File: config.mk
export PLATFORM = sky130hd
export DESIGN_NAME = gpio_paged_regfile
export DESIGN_NICKNAME = d
export VERILOG_FILES = /design/src/rtl/gpioPkg.sv /design/src/rtl/gpioCtrlDecode.sv /design/src/rtl/gpioDatapath.sv /design/src/rtl/gpio_paged_regfile.sv
export SDC_FILE = /design/constraint.sdc
export NUM_CORES = 1
export LEC_CHECK = 0
export BUFFER_PORTS_ARGS = -buffer_cell sky130_fd_sc_hd__buf_2
export CAP_MARGIN = 20
export CORE_MARGIN = 2
export CORE_UTILIZATION = 25
export CTS_CLUSTER_DIAMETER = 200
export DETAILED_ROUTE_END_ITERATION = 8
export PLACE_DENSITY = 0.6
export SLEW_MARGIN = 30
export SYNTH_ARGS = -nofsm -noshare
export SYNTH_HDL_FRONTEND = slang
export SYNTH_HIERARCHICAL = 1
export SYNTH_SLANG_ARGS = --single-unit
File: constraint.sdc
create_clock -name clk -period 2.2 [get_ports clk]
set_input_delay 0.44 -clock clk [delete_from_list [all_inputs] [get_ports clk]]
set_output_delay 0.44 -clock clk [all_outputs]
set_load 0.02 [all_outputs]
File: src/rtl/gpioPkg.sv
package gpioPkg;
  localparam int unsigned PORT_COUNT  = 6;
  localparam int unsigned BYTE_W      = 8;
  localparam int unsigned ADDR_W      = 4;
  localparam int unsigned PAGE_W      = 2;
  localparam int unsigned PAGED_COUNT = 3;
  localparam int unsigned PIN_W       = PORT_COUNT * BYTE_W;
  localparam int unsigned PORT_SEL_W  = $clog2(PORT_COUNT);
  localparam int unsigned IDX_W       = $clog2(PAGED_COUNT);

  // offsets whose position the behaviour depends on
  localparam int unsigned PEND_OFS   = PORT_COUNT;
  localparam int unsigned CTRL_OFS   = PORT_COUNT + 1;
  localparam int unsigned PAGED_BASE = PORT_COUNT + 2;

  // page numbers
  localparam int unsigned PG_NONE = 0;
  localparam int unsigned PG_POL  = 1;
  localparam int unsigned PG_ENAB = 2;
  localparam int unsigned PG_ID   = 3;

  typedef enum logic [1:0] {
    SRC_ZERO,
    SRC_PORT,
    SRC_PEND,
    SRC_BANK
  } rdSrc_e;

  typedef struct packed {
    logic [PORT_COUNT-1:0] portWe;
    logic                  ctrlWe;
    logic                  rdLoad;
    rdSrc_e                rdSrc;
    logic [PORT_SEL_W-1:0] portSel;
  } strobes_t;
endpackage

File: src/rtl/gpioCtrlDecode.sv
module gpioCtrlDecode
  import gpioPkg::*;
#(
  parameter int unsigned NPORT  = PORT_COUNT,
  parameter int unsigned AW     = ADDR_W,
  parameter int unsigned PW     = PAGE_W,
  parameter int unsigned NPAGED = PAGED_COUNT
) (
  input  logic [AW-1:0]    addr,
  input  logic             wrEn,
  input  logic             rdEn,
  input  logic [PW-1:0]    curPage,
  input  logic [NPORT-1:0] lockMask,
  output strobes_t         stb,
  output logic             bankWr,
  output logic             bankRd,
  output logic [IDX_W-1:0] bankIdx
);
  localparam int unsigned PEND_A  = NPORT;
  localparam int unsigned CTRL_A  = NPORT + 1;
  localparam int unsigned PBASE_A = NPORT + 2;
  localparam int unsigned PLAST_A = PBASE_A + NPAGED - 1;

  logic isPort;
  logic isPaged;
  logic pageOn;

  always_comb begin
    isPort  = int'(addr) < NPORT;
    isPaged = (int'(addr) >= PBASE_A) && (int'(addr) <= PLAST_A);
    pageOn  = curPage != PW'(PG_NONE);
  end

  // one write enable per port, gated by that port's lock bit
  for (genvar k = 0; k < NPORT; k++) begin : g_portWe
    assign stb.portWe[k] = wrEn && (int'(addr) == k) && !lockMask[k];
  end

  assign stb.ctrlWe  = wrEn && (int'(addr) == CTRL_A);
  assign stb.rdLoad  = rdEn;
  assign stb.portSel = PORT_SEL_W'(addr);

  assign bankWr  = wrEn && isPaged && pageOn;
  assign bankRd  = rdEn && isPaged && (curPage == PW'(PG_ID));
  assign bankIdx = IDX_W'(addr - AW'(PBASE_A));

  always_comb begin
    if (isPort)                      stb.rdSrc = SRC_PORT;
    else if (int'(addr) == PEND_A)   stb.rdSrc = SRC_PEND;
    else if (bankRd)                 stb.rdSrc = SRC_BANK;
    else                             stb.rdSrc = SRC_ZERO;
  end
endmodule

File: src/rtl/gpioDatapath.sv
module gpioDatapath
  import gpioPkg::*;
#(
  parameter int unsigned NPORT  = PORT_COUNT,
  parameter int unsigned BW     = BYTE_W,
  parameter int unsigned PW     = PAGE_W,
  parameter int unsigned NPAGED = PAGED_COUNT
) (
  input  logic                clk,
  input  logic                rstN,
  input  strobes_t            stb,
  input  logic [BW-1:0]       wrData,
  input  logic [NPORT*BW-1:0] pinLevel,
  input  logic [NPAGED-1:0]   intPend,
  input  logic [BW-1:0]       bankRdData,
  output logic [NPORT*BW-1:0] pinDriveLow,
  output logic [PW-1:0]       curPage,
  output logic [NPORT-1:0]    lockMask,
  output logic [BW-1:0]       rdData
);
  localparam int unsigned PAGE_LSB = BW - PW;

  logic [BW-1:0] portQ [NPORT];
  logic [PW-1:0] pageQ;
  logic [NPORT-1:0] lockQ;
  logic [BW-1:0] rdNext;
  logic [BW-1:0] portView;

  for (genvar k = 0; k < NPORT; k++) begin : g_port
    always_ff @(posedge clk or negedge rstN) begin
      if (!rstN)              portQ[k] <= '0;
      else if (stb.portWe[k]) portQ[k] <= wrData;
    end
    assign pinDriveLow[k*BW +: BW] = portQ[k];
  end

  always_ff @(posedge clk or negedge rstN) begin
    if (!rstN) begin
      pageQ <= '0;
      lockQ <= '0;
    end else if (stb.ctrlWe) begin
      pageQ <= wrData[PAGE_LSB +: PW];
      lockQ <= wrData[NPORT-1:0];
    end
  end

  assign curPage  = pageQ;
  assign lockMask = lockQ;

  // lines held low read back as 1
  assign portView = ~pinLevel[int'(stb.portSel)*BW +: BW];

  always_comb begin
    unique case (stb.rdSrc)
      SRC_PORT: rdNext = portView;
      SRC_PEND: rdNext = {{(BW-NPAGED){1'b0}}, intPend};
      SRC_BANK: rdNext = bankRdData;
      default:  rdNext = '0;
    endcase
  end

  always_ff @(posedge clk or negedge rstN) begin
    if (!rstN)           rdData <= '0;
    else if (stb.rdLoad) rdData <= rdNext;
  end
endmodule

File: src/rtl/gpio_paged_regfile.sv
module gpio_paged_regfile
  import gpioPkg::*;
(
  input  logic                   clk,
  input  logic                   rstN,
  input  logic [ADDR_W-1:0]      addr,
  input  logic                   wrEn,
  input  logic                   rdEn,
  input  logic [BYTE_W-1:0]      wrData,
  output logic [BYTE_W-1:0]      rdData,
  input  logic [PIN_W-1:0]       pinLevel,
  output logic [PIN_W-1:0]       pinDriveLow,
  input  logic [PAGED_COUNT-1:0] intPend,
  output logic                   bankWr,
  output logic                   bankRd,
  output logic [PAGE_W-1:0]      bankPage,
  output logic [IDX_W-1:0]       bankIdx,
  output logic [BYTE_W-1:0]      bankWrData,
  input  logic [BYTE_W-1:0]      bankRdData
);
  strobes_t stb;
  logic [PAGE_W-1:0] curPage;
  logic [PORT_COUNT-1:0] lockMask;

  gpioCtrlDecode i_ctrl (
    .addr     (addr),
    .wrEn     (wrEn),
    .rdEn     (rdEn),
    .curPage  (curPage),
    .lockMask (lockMask),
    .stb      (stb),
    .bankWr   (bankWr),
    .bankRd   (bankRd),
    .bankIdx  (bankIdx)
  );

  gpioDatapath i_dp (
    .clk         (clk),
    .rstN        (rstN),
    .stb         (stb),
    .wrData      (wrData),
    .pinLevel    (pinLevel),
    .intPend     (intPend),
    .bankRdData  (bankRdData),
    .pinDriveLow (pinDriveLow),
    .curPage     (curPage),
    .lockMask    (lockMask),
    .rdData      (rdData)
  );

  assign bankPage   = curPage;
  assign bankWrData = wrData;
endmodule

==> impl_metrics.env, run 1 <==
export IMPL_drt_iter0_markers=76
export IMPL_synth_adder_area_share_pct=0
export IMPL_powerDensity_mw_per_mm2=993
export IMPL_async_flop_share_pct=100
export IMPL_synth_xor_area_share_pct=0
export IMPL_numCtsBuffers=9
export IMPL_place_congestion=0.958
export IMPL_tightest_slew_ps=617
export IMPL_wire_per_inst_um=16.8
export IMPL_hpwl_um=7330
export IMPL_drt_drc_violations_left=0
export IMPL_reg2reg_from="i_dp/curPage[1]"
export IMPL_swShare_pct=31.1
export IMPL_utilization_pct=35.2
export IMPL_ys_types=28
export IMPL_pwr_share_clk_pct=34.2
export IMPL_final_cell_area_mm2=0.00439
export IMPL_num_io_pins=145
export IMPL_final_common_cell="buf_2"
export IMPL_grt_first_pass_wirelength_um=13700
export IMPL_cts_hold_buf=0
export IMPL_synth_area_mm2=0.00316
export IMPL_syn_inst=242
export IMPL_synth_compound_area_share_pct=6.76
export IMPL_cts_path_max_buffers=2
export IMPL_cts_resized_gates=0
export IMPL_path_class="reg -> out"
export IMPL_pwr_share_seq_pct=37.5
export IMPL_io_buffer_count=144
export IMPL_clock_tree_root_cell="clkbuf_16"
export IMPL_num_vias=2481
export IMPL_finalSetupViolations=0
export IMPL_ant_nets=0
export IMPL_grt_max_degree=46
export IMPL_clock_latency_ps=330
export IMPL_syn_area_per_cell_um2=13.1
export IMPL_synth_top_family_by_area="multiplexers"
export IMPL_cts_sinks=64
export IMPL_p_comb_share_pct=28.3
export IMPL_rsz0062_at_grt="no"
export IMPL_die_h_um=116
export IMPL_fp_coreArea_mm2=0.0125
export IMPL_cts_tree="built"
export IMPL_synthMuxAreaShare_pct=28.6
export IMPL_track_usage_pct=14.0
export IMPL_yosysTopAreaCell="dfrtp_1"
export IMPL_ys_ff_latch=64
export IMPL_vdd_drop_max_mv=0.492
export IMPL_clock_skew_final_ps=4.46
export IMPL_vias_per_cell=4.39
export IMPL_required_ps=1760
export IMPL_yosysTopAreaCellShare_pct=50.6
export IMPL_grt_pass1_vias=2523
export IMPL_total_power_mw=4.36
export IMPL_slew_viol_final=0
export IMPL_yosysWarnings=6
export IMPL_clk_pin_slew_ps=50
export IMPL_die_x_um=116
export IMPL_start_util_pct=25.4
export IMPL_slew_headroom_pct=58.8
export IMPL_antenna_found_initial=1
export IMPL_placementRows=41
export IMPL_drv_max_cap_violation_count=0
export IMPL_synth_area_top_cells="dfrtp_1 51%, mux2_2 21%, mux2i_1 7.6%"
export IMPL_fin_nets=463
export IMPL_synth_edf_count=0
export IMPL_dpl_cell_area_mm2=0.00407
export IMPL_hold_viol=0
export IMPL_syn_num_nets=317
export IMPL_final_cell_mix="144 x buf_2, 64 x dfrtp_1, 59 x mux2_2, 24 x mux2i_1, 19 x buf_4"
export IMPL_htreeDepth=3
export IMPL_die_area_mm2=0.0136
export IMPL_antenna_cells=0
export IMPL_p_sw_mw=1.35
export IMPL_fin_setup_tns_ps=0
export IMPL_hp_class="in -> async"
export IMPL_max_freq_mhz=493
export IMPL_power_leakage_nw=2.19
export IMPL_cp_startpoint="i_dp/curPage[1]"
export IMPL_cts_setup_buffers=0
export IMPL_synth_flop_cell="dfrtp_1"
export IMPL_grt_overflow_total=0
export IMPL_synth_simple_gate_area_share_pct=7.04
export IMPL_outcome="completed"
export IMPL_area_growth_pct=38.7
export IMPL_seq_area_frac_synth_pct=50.6
export IMPL_finalWirelength_um=9510
export IMPL_drive_above_1_share_pct=62.6
export IMPL_post_route_period_util_pct=92.1
export IMPL_firstDrtPassIters=5
export IMPL_ff2ff_setup_slack_ps=240
export IMPL_worst_setup_path_start_kind="flop"
export IMPL_crit_path_max_fanout=4
export IMPL_period_minus_slack_ps=2030
export IMPL_p_int_mw=3.00
export IMPL_endpoint_kind="output pin"
export IMPL_crit_arrival_ps=1590
power groups by stage:
| stage | Combinational, mW | Clock (mW) | Sequential [mW] |
|---|---|---|---|
| after floorplan | 0.407 | 0 | 1.99 |
| after global placement | 1.23 | 0 | 1.65 |
| after detailed placement | 1.25 | 0 | 1.66 |
| after CTS | 1.25 | 1.54 | 1.64 |
| after global routing | 1.32 | 1.60 | 1.68 |
| final | 1.23 | 1.49 | 1.63 |
layout make-up:
class	count	area (µm²)
Timing Repair Buffer	164	883
Multi-Input combinational cell	148	1370
Inverter	1	3.75
Clock buffer	14	284
Tap cell	172	215
Clock inverter	2	35.0
Fill cell	1258	8080
Sequential cell	64	1600
cells in the mapped netlist (all sizes together), types with 3 or more instances:
cell type  instances
nor2b              3
nand2b             4
and2b              5
a31oi              8
o31ai              8
dfrtp             64
or2                3
nor4               3
nor2              10
o22ai              8
buf               29
mux2i             24
mux2              59
routing by layer:
metal,track usage [%],vias up,part of all wire (%)
met5,0,-,0.14
met4,5.79,2,2.5
met3,4.46,18,8.2
met2,25.2,131,50
met1,15.1,1174,39
li1,-,1156,-
worst paths after layout:
check	endpoint	cells after the start
setup / recovery	bankRd	4
hold / removal	i_dp/pinDriveLow[6]	1
setup reg to reg	i_dp/rdData[0]	6
hold reg to reg	i_dp/pinDriveLow[19]	1
max in group asynchronous	i_dp/pinDriveLow[41]	2
min in group clk	i_dp/rdData[3]	3
registers in the layout, indices dropped and copies added, names as in the netlist:
signal and count:
i_dp/curPage 2, i_dp/lockMask 6, i_dp/pinDriveLow 48, i_dp/rdData 8
cells by family after synthesis:
family,Yosys count
simple gates,36
mux,83
buf+inv,30
flops,64
compound gates,29
critical path: stages, from the launching register on:
cell	delay [ps]
dfrtp_1	420
nand3_1	150
a2111oi_4	350
buf_4	190
buf_2	160
stage by stage:
step	hold slack, ps	setup WS, ps	instances
floorplan	144	58.2	242
CTS	74.9	133	565
finish	71.3	173	565
global route	105	106	565
global placement	417	-35.4	549
detailed placement	435	-42.3	549
Note: power is estimated with default switching activity, not from simulation.
==> run 2, diff against run 1 <==
Settings changed: SYNTH_HIERARCHICAL 1 to unset.
==> impl_metrics.env, run 2 <==
export IMPL_die_area_mm2=0.0132
export IMPL_antenna_cells=0
export IMPL_num_io_pins=145
export IMPL_period_minus_slack_ps=1970
export IMPL_start_util_pct=25.6
export IMPL_grt_first_pass_wirelength_um=13200
export IMPL_total_power_mw=4.05
export IMPL_n_fill_cell=1227
export IMPL_vias_per_cell=4.47
export IMPL_cts_hold_buf=0
export IMPL_drv_max_cap_violation_count=0
export IMPL_fin_nets=448
export IMPL_drt_drc_violations_left=0
export IMPL_rsz0062_at_grt="no"
export IMPL_syn_area_per_cell_um2=13.3
export IMPL_drt_iter0_markers=95
export IMPL_cts_path_max_buffers=2
export IMPL_synth_common_cells="64 x dfrtp_1, 54 x mux2_2, 14 x mux2i_1, 12 x buf_4, 9 x inv_1"
export IMPL_clock_skew_final_ps=7.52
export IMPL_syn_inst=232
export IMPL_final_cell_mix="144 x buf_2, 64 x dfrtp_1, 54 x mux2_2, 14 x mux2i_1"
export IMPL_crit_arrival_ps=1530
export IMPL_finalSetupViolations=0
export IMPL_cts_resized_gates=0
export IMPL_grt_pass1_vias=2444
export IMPL_yosys_cell_count_top_type="dfrtp_1"
export IMPL_powerDensity_mw_per_mm2=961
export IMPL_async_flop_share_pct=100
export IMPL_crit_path_max_fanout=4
export IMPL_path_class="reg -> out"
export IMPL_track_usage_pct=13.5
export IMPL_clock_tree_root_cell="clkbuf_16"
export IMPL_clock_latency_ps=320
export IMPL_grt_max_degree=41
export IMPL_hp_class="in -> async"
export IMPL_firstDrtPassIters=4
export IMPL_htreeDepth=3
export IMPL_required_ps=1760
export IMPL_utilization_pct=35.1
export IMPL_seq_area_frac_synth_pct=52.0
export IMPL_numCtsBuffers=9
export IMPL_slew_viol_final=0
export IMPL_endpoint_kind="output pin"
export IMPL_cpPeakStageDelay_ps=500
export IMPL_power_leakage_nw=2.12
export IMPL_ys_ff_latch=64
export IMPL_finalWirelength_um=8820
export IMPL_io_buffer_count=144
export IMPL_tightest_slew_ps=656
export IMPL_syn_num_nets=307
export IMPL_final_common_cell="buf_2"
export IMPL_synth_area_top_cells="dfrtp_1 52%, mux2_2 20%, mux2i_1 4.5%"
export IMPL_cts_tree="built"
export IMPL_fp_coreArea_mm2=0.0120
export IMPL_die_h_um=115
export IMPL_ys_types=32
export IMPL_synth_area_mm2=0.00308
export IMPL_largest_reg_flops=48
export IMPL_cts_sinks=64
export IMPL_wire_per_inst_um=16.8
export IMPL_cp_slowest_cell="or4_4"
export IMPL_area_growth_pct=36.8
export IMPL_hold_viol=0
export IMPL_worst_setup_path_start_kind="flop"
export IMPL_fin_setup_tns_ps=0
export IMPL_yosysWarnings=0
export IMPL_num_vias=2348
export IMPL_max_freq_mhz=508
export IMPL_outcome="completed"
export IMPL_slew_headroom_pct=56.3
export IMPL_cts_setup_buffers=0
export IMPL_clk_pin_slew_ps=60
export IMPL_die_x_um=115
export IMPL_drive_above_1_share_pct=61.6
export IMPL_grt_overflow_total=0
export IMPL_synth_flop_cell="dfrtp_1"
export IMPL_place_congestion=0.774
export IMPL_placementRows=40
export IMPL_vdd_drop_max_mv=0.463
export IMPL_yosysTopAreaCellShare_pct=52.0
export IMPL_synth_edf_count=0
export IMPL_post_route_period_util_pct=89.5
export IMPL_path_cells="nand2_1, or4_4, inv_1, buf_2"
export IMPL_ant_nets=0
export IMPL_yosysTopAreaCell="dfrtp_1"
export IMPL_antenna_found_initial=0
export IMPL_hpwl_um=6690
[run 2: changes by cell type after synthesis, sizes merged, moves of 4 or more]
cell,delta
inv,+8
and2b,-4
o31ai,-8
nor2,-6
buf,-11
a31oi,-8
o22ai,-8
mux4,+5
a21oi,+5
clkbuf,+4
o221ai,+5
nand2,+6
mux2i,-10
[run 2: kinds of logic after synthesis]
group / Yosys count / synth area share [%]
flip-flops: 64 / 52.0
AND/OR/NAND/NOR: 37 / 7.64
buffers and inverters: 31 / 5.69
multiplexers: 75 / 28.9
AO/OA/AOI/OAI: 25 / 5.77
[run 2: critical path, delay by kind of cell (launching register included)]
family / cells / cell delay, ps
simple gates: 2 / 590
buf+inv: 2 / 250
flops: 1 / 370
[run 2: final cells by class]
type / instances / area (µm²) / share of cell area (%)
repair buffers: 152 / 793 / 18.8
clock buffers: 11 / 243 / 5.76
well taps: 147 / 184 / 4.36
multi-input cells: 137 / 1300 / 30.9
clock inverters: 5 / 56.3 / 1.34
inverters: 9 / 33.8 / 0.801
flip-flops and latches: 64 / 1600 / 38.0
[run 2: per-layer routing]
metal	wire [µm]	up-vias	track usage, %	share of wire (%)
met4	76	0	4.34	0.86
met1	3700	1130	16.0	42
met3	640	7	4.11	7.3
met5	0	-	0	0
met2	4400	97	23.5	50
li1	-	1114	-	-
[run 2: report_power, final]
| group | total, mW | leakage, nW | switching (mW) | internal, mW |
|---|---|---|---|---|
| combinational | 1.06 | 1.18 | 0.599 | 0.462 |
| sequential | 1.58 | 0.794 | 0.143 | 1.44 |
| clock | 1.41 | 0.145 | 0.503 | 0.905 |
[run 2: worst paths after layout]
check	start	slack, ps	depth (start not counted)	endpoint
max	i_dp.curPage[0]	230	4	bankRd
max reg2reg	i_dp.curPage[0]	630	5	i_dp.rdData[2]
min	rstN	140	1	i_dp.rdData[2]
max in group asynchronous	rstN	1420	2	i_dp.pinDriveLow[19]
min reg2reg	i_dp.pinDriveLow[22]	500	1	i_dp.pinDriveLow[22]
min in group clk	bankRdData[4]	420	3	i_dp.rdData[4]
[run 2: metrics by stage]
stage	hold slack (ps)	setup slack, ps	instance area, µm²	cells
after global routing	175	161	4220	525
after floorplan	144	255	3080	232
after global placement	484	241	3920	509
after CTS	149	201	4220	525
final	140	231	4220	525
after detailed placement	488	231	3920	509
